**src/rtl/tri_timer.sv**
```systemverilog
module tri_timer (
  input  logic       clk,
  input  logic       rst_n,
  input  logic       cs_n,
  input  logic       rd_n,
  input  logic       wr_n,
  input  logic [1:0] addr,
  input  logic [7:0] wdata,
  output logic [7:0] rdata,
  input  logic [2:0] ch_tick,
  input  logic [2:0] ch_gate,
  output logic [2:0] ch_out
);
  localparam int NCH = 3;
  localparam int CW  = 16;

  logic [5:0]    ctrl [NCH];
  logic [CW-1:0] cr [NCH], ce [NCH], ol [NCH];
  logic [7:0]    st [NCH];
  logic [NCH-1:0] out_q, nul, pend, run, extra, wr_hi, rd_hi, lat, stv;
  logic wr_q, rd_q;

  wire wr_act = ~cs_n & ~wr_n;
  wire rd_act = ~cs_n & ~rd_n;
  wire wr_go  = wr_act & ~wr_q;
  wire rd_go  = rd_act & ~rd_q;
  wire is_cnt = (addr != 2'd3);

  assign ch_out = out_q;

  function automatic [CW-1:0] dec1(input [CW-1:0] v, input bcd);
    logic [CW-1:0] r;
    logic b;
    r = v - 1'b1;
    if (bcd) begin
      r = v;
      b = 1'b1;
      for (int d = 0; d < CW/4; d++)
        if (b) begin
          if (v[4*d+:4] == 4'd0) r[4*d+:4] = 4'd9;
          else begin r[4*d+:4] = v[4*d+:4] - 4'd1; b = 1'b0; end
        end
    end
    return r;
  endfunction

  logic [7:0]    rd_byte;
  logic [CW-1:0] src;
  logic          rsel;
  always_comb begin
    rd_byte = 8'h00;
    src     = '0;
    rsel    = 1'b0;
    if (is_cnt) begin
      src     = lat[addr] ? ol[addr] : ce[addr];
      rsel    = (ctrl[addr][5:4] == 2'b10) || (ctrl[addr][5:4] == 2'b11 && rd_hi[addr]);
      rd_byte = stv[addr] ? st[addr] : (rsel ? src[15:8] : src[7:0]);
    end
  end

  always_ff @(posedge clk) begin
    if (!rst_n) begin
      wr_q <= 1'b0; rd_q <= 1'b0; rdata <= 8'h00;
      out_q <= '0; nul <= '0; pend <= '0; run <= '0; extra <= '0;
      wr_hi <= '0; rd_hi <= '0; lat <= '0; stv <= '0;
      for (int i = 0; i < NCH; i++) begin
        ctrl[i] <= '0; cr[i] <= '0; ce[i] <= '0; ol[i] <= '0; st[i] <= '0;
      end
    end else begin
      wr_q <= wr_act;
      rd_q <= rd_act;
      for (int i = 0; i < NCH; i++)
        if (ch_tick[i]) begin
          if (pend[i]) begin
            ce[i]    <= (ctrl[i][2] & ctrl[i][1]) ? {cr[i][CW-1:1], 1'b0} : cr[i];
            extra[i] <= ctrl[i][2] & ctrl[i][1] & cr[i][0];
            run[i]   <= 1'b1;
            pend[i]  <= 1'b0;
            nul[i]   <= 1'b0;
          end else if (run[i] && ch_gate[i]) begin
            if (!(ctrl[i][2] & ctrl[i][1])) begin
              ce[i] <= dec1(ce[i], ctrl[i][0]);
              if (dec1(ce[i], ctrl[i][0]) == '0) out_q[i] <= 1'b1;
            end else if (ce[i] == CW'(2)) begin
              if (extra[i]) extra[i] <= 1'b0;
              else begin
                out_q[i] <= ~out_q[i];
                ce[i]    <= {cr[i][CW-1:1], 1'b0};
                extra[i] <= ~out_q[i] & cr[i][0];
                nul[i]   <= 1'b0;
              end
            end else
              ce[i] <= dec1(dec1(ce[i], ctrl[i][0]), ctrl[i][0]);
          end
        end

      if (rd_go && is_cnt) begin
        rdata <= rd_byte;
        if (stv[addr]) stv[addr] <= 1'b0;
        else begin
          if (ctrl[addr][5:4] == 2'b11) rd_hi[addr] <= ~rd_hi[addr];
          if (lat[addr] && (ctrl[addr][5:4] != 2'b11 || rd_hi[addr])) lat[addr] <= 1'b0;
        end
      end

      if (wr_go) begin
        if (!is_cnt) begin
          if (wdata[7:6] == 2'b11) begin
            for (int i = 0; i < NCH; i++)
              if (wdata[i+1]) begin
                if (wdata[5] && !lat[i]) begin ol[i] <= ce[i]; lat[i] <= 1'b1; end
                if (wdata[4] && !stv[i]) begin st[i] <= {out_q[i], nul[i], ctrl[i]}; stv[i] <= 1'b1; end
              end
          end else if (wdata[5:4] == 2'b00) begin
            if (!lat[wdata[7:6]]) begin
              ol[wdata[7:6]]  <= ce[wdata[7:6]];
              lat[wdata[7:6]] <= 1'b1;
            end
          end else begin
            ctrl[wdata[7:6]]  <= wdata[5:0];
            out_q[wdata[7:6]] <= wdata[2] & wdata[1];
            nul[wdata[7:6]]   <= 1'b1;
            run[wdata[7:6]]   <= 1'b0;
            pend[wdata[7:6]]  <= 1'b0;
            extra[wdata[7:6]] <= 1'b0;
            wr_hi[wdata[7:6]] <= 1'b0;
            rd_hi[wdata[7:6]] <= 1'b0;
            lat[wdata[7:6]]   <= 1'b0;
            stv[wdata[7:6]]   <= 1'b0;
          end
        end else if (ctrl[addr][5:4] != 2'b00) begin
          if (ctrl[addr][5:4] == 2'b01) cr[addr] <= {8'h00, wdata};
          else if (ctrl[addr][5:4] == 2'b10) cr[addr] <= {wdata, 8'h00};
          else if (!wr_hi[addr]) cr[addr][7:0] <= wdata;
          else cr[addr][15:8] <= wdata;
          if (ctrl[addr][5:4] == 2'b11) wr_hi[addr] <= ~wr_hi[addr];
          if (ctrl[addr][5:4] != 2'b11 || wr_hi[addr]) begin
            nul[addr] <= 1'b1;
            if (!(ctrl[addr][2] & ctrl[addr][1]) || !run[addr]) pend[addr] <= 1'b1;
            if (!(ctrl[addr][2] & ctrl[addr][1])) begin
              out_q[addr] <= 1'b0;
              run[addr]   <= 1'b0;
            end
          end
        end
      end
    end
  end

  AST_RDATA_HOLD: assert property (@(posedge clk) disable iff (!rst_n) !rd_go |=> $stable(rdata));

  for (genvar g = 0; g < NCH; g++) begin : g_chk
    AST_CE_NEEDS_TICK: assert property (@(posedge clk) disable iff (!rst_n) !ch_tick[g] |=> $stable(ce[g]));
    AST_LATCH_HOLD: assert property (@(posedge clk) disable iff (!rst_n) lat[g] && $past(lat[g]) |-> $stable(ol[g]));
    AST_TC_RISE_ON_TICK: assert property (@(posedge clk) disable iff (!rst_n)
      $rose(ch_out[g]) && !(ctrl[g][2] & ctrl[g][1]) |-> $past(ch_tick[g]));
  end
endmodule

```
**config.mk**
```make
export PLATFORM = sky130hd
export DESIGN_NAME = tri_timer
export DESIGN_NICKNAME = d
export VERILOG_FILES = /design/src/rtl/tri_timer.sv
export SDC_FILE = /design/constraint.sdc
export NUM_CORES = 1
export LEC_CHECK = 0
export ABC_CLOCK_PERIOD_IN_PS = 4000
export BUFFER_PORTS_ARGS = -buffer_cell sky130_fd_sc_hd__buf_2
export CORE_MARGIN = 2
export CORE_UTILIZATION = 58
export CTS_CLUSTER_DIAMETER = 80
export DETAILED_ROUTE_END_ITERATION = 10
export PLACE_DENSITY_LB_ADDON = 0.15
export SETUP_SLACK_MARGIN = 0.1
export SLEW_MARGIN = 20
export SYNTH_ARGS = -nofsm -noshare
export SYNTH_HDL_FRONTEND = slang
export SYNTH_SLANG_ARGS = --single-unit
```
**constraint.sdc**
```tcl
create_clock -name clk -period 4 [get_ports clk]
set_input_delay 0.6 -clock clk [delete_from_list [all_inputs] [get_ports clk]]
set_output_delay 0.6 -clock clk [all_outputs]
set_load 0.02 [all_outputs]
```
==> results of run 1 <==
flip-flops by register name, summed over array words and instances (netlist names), 8 cells and up:
register  flops
ce           48
cr           48
ctrl         22
ol           64
rdata         8
st           24
worst paths after layout:
| check | to | slack, ns | cells after the start |
|---|---|---|---|
| setup reg to reg | ce[2][14]$_DFFE_PP_ | 0.34 | 10 |
| hold / removal | wr_q$_SDFF_PN0_ | 0.20 | 2 |
| hold reg to reg | stv[1]$_SDFF_PN0_ | 0.51 | 1 |
| setup / recovery | ce[2][14]$_DFFE_PP_ | 0.34 | 10 |
power groups by stage:
stage | logic, mW | registers, mW | clock network, mW
final | 0.660 | 2.95 | 2.56
after detailed placement | 0.639 | 2.99 | 0
after CTS | 0.643 | 2.94 | 2.56
after global routing | 0.708 | 2.95 | 2.66
after floorplan | 0.457 | 2.93 | 0
after global placement | 0.633 | 2.99 | 0
metal layers:
| layer | global-route usage (%) | part of all wire (%) |
|---|---|---|
| met1 | 51.3 | 40 |
| met2 | 54.1 | 43 |
| met3 | 7.17 | 12 |
| met4 | 15.5 | 4.9 |
| met5 | 0 | 0.026 |
kinds of logic after synthesis:
kind of cell / count (synthesis) / synth area share (%)
AND/OR/NAND/NOR: 705 / 22.1
flip-flops: 243 / 44.2
AO/OA/AOI/OAI: 463 / 18.9
buffers and inverters: 170 / 4.30
XOR/XNOR: 47 / 2.63
multiplexers: 79 / 6.67
adder cells (fa/ha/maj): 15 / 1.20
other: 1 / 0.0239
through the flow:
step	total power, mW	util [%]	cell area, sq um
global placement	3.62	60.9	16300
finish	6.16	64.3	17200
global route	6.32	64.3	17200
detailed placement	3.63	60.9	16300
floorplan	3.39	-	15700
CTS	6.15	64.3	17200
final cells by class:
cell class	instances	area (sq um)
clock buffer	36	741
inverter	44	165
sequential	243	6930
timing repair buffer	88	583
fill	2254	9540
clock inverter	15	168
multi-input combinational	1329	8180
tap	341	427
antenna	2	5.00
synth_stat cells, types with 23 or more instances:
| library cell | count |
|---|---|
| edfxtp_1 | 206 |
| nor2_1 | 205 |
| nand2_1 | 202 |
| a21oi_1 | 136 |
| o21ai_0 | 131 |
| clkbuf_1 | 92 |
| nor3_1 | 57 |
| mux2i_1 | 56 |
| and2_1 | 48 |
| inv_1 | 44 |
| dfxtp_1 | 37 |
| nand3_1 | 36 |
| o211ai_1 | 29 |
| xnor2_1 | 29 |
| nand2b_1 | 27 |
| a31oi_1 | 23 |
worst reg2reg max path, stage by stage (launching register included):
cell	delay (ns)
edfxtp_1	0.55
inv_1	0.17
ha_1	0.32
mux2i_1	0.46
nor3_1	0.12
xnor2_1	0.46
nand4_2	0.33
nor4b_4	0.50
mux2i_1	0.25
and3_1	0.19
a211oi_2	0.04
==> metrics.md, run 1 <==
| Metric | Value |
|---|---|
| Wirelength, routed | 51.0 mm |
| Setup CP Type | reg2reg |
| Pre-CTS setup slack | 0.463 ns |
| Row count | 60 |
| First DRT Iteration DRCs | 2,050 |
| Wire per inst | 24.3 um |
| Clk Tree Root Cell | clkbuf_16 |
| CP Data Required Time | 4.28 ns |
| Placed cells | 2,045 |
| Worst Setup Start Kind | register |
| Most frequent cells in the layout | 206 x edfxtp_1, 204 x nor2_1, 202 x nand2_1 |
| Ranking of synthesized cells by area | edfxtp_1 39%, nor2_1 4.9%, nand2_1 4.8% |
| Clock Skew | 0.0359 ns |
| Switching power | 1.60 mW |
| Internal power | 4.56 mW |
| Largest net degree at the start of global routing | 67 |
| H-tree Lvls | 1 |
| Die footprint | 0.0283 sq mm |
| EDFF count, synth | 206 |
| Port Buf Inserts | 31 |
| Post-synthesis cell area | 0.0157 sq mm |
| Leading area contributor after synthesis | edfxtp_1 |
| Clock tree from TritonCTS | yes |
| Crit path capture type | register |
| Most Frequent Cell on Critical Path | mux2i_1 |
| Routability-driven placement congestion ratio | 0.982 |
| Comb pwr share | 10.7% |
| Core area | 0.0267 sq mm |
| Final setup violation count | 0 |
| Die H | 168 um |
| CTS resizes | 0 |
| Vias in the first global route | 13.1k |
| DRC | 0 |
| Die W | 168 um |
| CP top delay family | simple AND/OR/NAND/NOR gates |
| Worst hold start | wr_n |
| PD cells | 359 mW/mm^2 |
| Max-cap violations | 0 |
| Yosys reg bits | 243 |
| Grt total ovfl | 0 |
| Final worst slack | 0.336 ns |
| Reg power frac | 47.8% |
| RSZ-0062 raised after global routing | no |
| Total Routing Usage GR | 36.1% |
| Register area share after synthesis | 44.2% |
| Final worst path period share | 91.6% |
| Max Transition Viols Final | 0 |
| Post-CTS Setup Bufs | 0 |
| Max Freq | 0.273 GHz |
| Hold Vio Cnt, Final | 0 |
| Hold_buf cts | 0 |
| Final nets | 1,770 |
| Top cell type's share of synthesized area | 39.5% |
| Buf+Inv Stages, Crit Path | 1 |
| Clock latency on the worst-skew pair | 0.57 ns |
| Top FF cell, synth | edfxtp_1 |
| Yosys warns | 0 |
| Worst-path clk slew | 0.06 ns |
| LEAKAGE | 6.07 nW |
| Routed vias/inst | 6.70 |
| Class of the tightest hold or removal check | in2reg |
| Yosys cell types | 98 |
| Clk sinks | 243 |
| First-pass GRT wire length | 78.3 mm |
| TritonRoute pass-1 iters | 7 |
| Commonest non-fill, non-tap cell in the layout | edfxtp_1 |
| Vias | 14.1k |
| Max stage delay on crit path | 0.55 ns |
| Ys async rst share | 0% |
| Routed Antenna Nets | 0 |
| Initial core utilization | 58.6% |
| Initial antenna violation count | 3 |
| Crit path max-delay cell type | edfxtp_1 |
| Worst-Margin Slew | 0.836 ns |
| Slew margin rel. | 44.3% |
| CP startpoint | ce[2][1]$_DFFE_PP_ |
| Avg Cell Area, Syn | 9.09 sq um |
| Clk pwr share | 41.5% |
| Minimum clock period | 3.66 ns |
| Worst hold slack | 0.200 ns |
| Clk buf depth | 3 |
| Area growth syn-to-layout | 9.75% |
| Hpwl dp | 37.2 mm |
| Arr. time, crit path | 3.95 ns |
| Run status | complete, no violations |
| Non-filler cells in the finished layout | 2,098 |
| Max rail drop VDD | 0.254 mV |
| Ports | 32 |
| CP Max Fanout | 10 |
| Setup TNS | 0 ns |
| Layout cell share with drive strength beyond 1 | 11.4% |
| Total CTS buffers | 28 |
| Post-Syn Instances | 1,723 |
| Reg2reg start | ce[2][1]$_DFFE_PP_ |
| Sw frac | 26.0% |
| Critical path, cell by cell | inv_1, ha_1, mux2i_1, nor3_1, xnor2_1, nand4_2, nor4b_4, mux2i_1, and3_1, a211oi_2 |
Power figures use the tool's default switching activity.
==> run 2, diff against run 1 <==
Settings changed: CORE_UTILIZATION 58 to 41.
==> run 2 against run 1 <==
Non-clock buffer count grew 15. Global-route usage shrank 8.5 points. First-iteration DRC count shrank 31%. Sequential cell count is the same. Clock power is essentially flat. Largest cell class unchanged. Core utilization shrank 18 points.
==> metrics.md, run 2 (synthesized netlist as in run 1, its figures left out) <==
| Metric | Value |
|---|---|
| Worst Setup Start Kind | register |
| PD cells | 354 mW/mm^2 |
| Crit path capture type | register |
| First DRT Iteration DRCs | 1,406 |
| Total CTS buffers | 29 |
| Commonest non-fill, non-tap cell in the layout | edfxtp_1 |
| Ports | 32 |
| Clk pwr share | 41.8% |
| Wirelength, routed | 54.6 mm |
| Vias in the first global route | 13.1k |
| Core area | 0.0377 sq mm |
| Final worst path period share | 90.3% |
| Grt total ovfl | 0 |
| Class of the tightest hold or removal check | in2reg |
| Wire per inst | 23.9 um |
| Clock latency on the worst-skew pair | 0.60 ns |
| TritonRoute pass-1 iters | 5 |
| Reg area | 0.00693 sq mm |
| Initial core utilization | 41.6% |
| Total Routing Usage GR | 27.6% |
| Clock tree from TritonCTS | yes |
| Most frequent cells in the layout | 206 x edfxtp_1, 204 x nor2_1, 202 x nand2_1 |
| Clock Skew | 0.0312 ns |
| CP top delay family | simple AND/OR/NAND/NOR gates |
| Die H | 199 um |
| Slew margin rel. | 37.0% |
| Minimum clock period | 3.61 ns |
| CP Data Required Time | 4.46 ns |
| Routability-driven placement congestion ratio | 0.922 |
| Largest Register | ol |
| H-tree Lvls | 1 |
| Regs by FF count | ol: 64 flops, ce: 48 flops, cr: 48 flops |
| Comb pwr share | 11.0% |
| Largest net degree at the start of global routing | 65 |
| Max rail drop VDD | 0.298 mV |
| Final setup violation count | 0 |
| Worst-path clk slew | 0.06 ns |
| Critical path, cell by cell | inv_1, ha_1, nor3b_2, buf_4, nand3_1, a2bb2oi_1, o2111ai_1, nand2b_1, or4_1, nand3_1, o311a_1 |
| Max-cap violations | 0 |
| Layout fillers | 3,713 |
| Vias | 13.8k |
| Most Frequent Cell on Critical Path | nand3_1 |
| Worst-Margin Slew | 0.946 ns |
| Routed vias/inst | 6.06 |
| Buf+Inv Stages, Crit Path | 2 |
| Crit path max-delay cell type | edfxtp_1 |
| Hold Vio Cnt, Final | 0 |
| Arr. time, crit path | 4.07 ns |
| Post-CTS Setup Bufs | 0 |
| Layout cell share with drive strength beyond 1 | 12.4% |
| Run status | complete, no violations |
| Area growth syn-to-layout | 12.0% |
| LEAKAGE | 6.16 nW |
| Hpwl dp | 40.1 mm |
| Clk Tree Root Cell | clkbuf_16 |
| Clk buf depth | 3 |
| Final nets | 1,786 |
| Port Buf Inserts | 31 |
| Internal power | 4.55 mW |
| Die W | 199 um |
| DRC | 0 |
| Setup CP Type | reg2reg |
| Sw frac | 26.7% |
| Hold_buf cts | 0 |
| Routed Antenna Nets | 0 |
| CTS resizes | 0 |
| Clk sinks | 243 |
| Switching power | 1.66 mW |
| Area of the multi-input gates | 0.00819 sq mm |
| RSZ-0062 raised after global routing | no |
| Initial antenna violation count | 1 |
| Row count | 71 |
| Die footprint | 0.0398 sq mm |
| CP Max Fanout | 14 |
| Max Freq | 0.277 GHz |
| Max Transition Viols Final | 0 |
| Reg power frac | 47.2% |
| Non-filler cells in the finished layout | 2,284 |
| Max stage delay on crit path | 0.61 ns |
| First-pass GRT wire length | 81.8 mm |
| Placed cells | 2,230 |
| Setup TNS | 0 ns |
| Max reg flops | 64 |
==> run 2: layout make-up <==
type,instances,area share (%)
Antenna cell,1,0.0143
Sequential cell,243,39.5
Timing Repair Buffer,103,3.96
Clock inverter,11,0.442
Multi-Input combinational cell,1329,46.7
Tap cell,511,3.64
Clock buffer,42,4.87
Inverter,44,0.941
==> run 2: path summary, 6_finish.rpt <==
check                           cells past startpoint  slack [ns]                      end              startpoint
worst max-delay path                               11        0.39  ce[0][13]$_SDFFCE_PP0P_  ce[0][1]$_SDFFCE_PP0P_
worst min-delay path                                2        0.17          wr_q$_SDFF_PN0_                    wr_n
worst max register to register                     11        0.39  ce[0][13]$_SDFFCE_PP0P_  ce[0][1]$_SDFFCE_PP0P_
worst min register to register                      2        0.50    wr_hi[0]$_SDFFE_PN0P_   wr_hi[0]$_SDFFE_PN0P_
==> run 2: power by group through the flow <==
stage                     Clock [mW]  Combinational [mW]  Sequential [mW]
after floorplan                    0               0.457             2.93
after detailed placement           0               0.666             2.98
after CTS                       2.63               0.669             2.93
final                           2.59               0.680             2.93
after global routing            2.71               0.734             2.94
after global placement             0               0.661             2.98
==> run 2: through the flow <==
step / setup WS, ns / hold WS (ns) / utilization, % / total power, mW / instance area, sq um
final: 0.387 / 0.174 / 46.6 / 6.20 / 17500
after global routing: 0.154 / 0.163 / 46.6 / 6.38 / 17500
after global placement: 0.544 / 0.478 / 44.1 / 3.64 / 16600
after detailed placement: 0.482 / 0.490 / 44.1 / 3.65 / 16600
after floorplan: 0.110 / 0.432 / - / 3.39 / 15700
after CTS: 0.475 / 0.149 / 46.6 / 6.22 / 17500
==> run 2: per-layer routing <==
metal | vias up | track usage, % | wire length (um)
li1 | 6415 | - | -
met1 | 6743 | 37.2 | 23500
met2 | 568 | 46.5 | 25800
met3 | 106 | 3.75 | 3740
met4 | 0 | 7.63 | 1570
met5 | - | 0 | 0
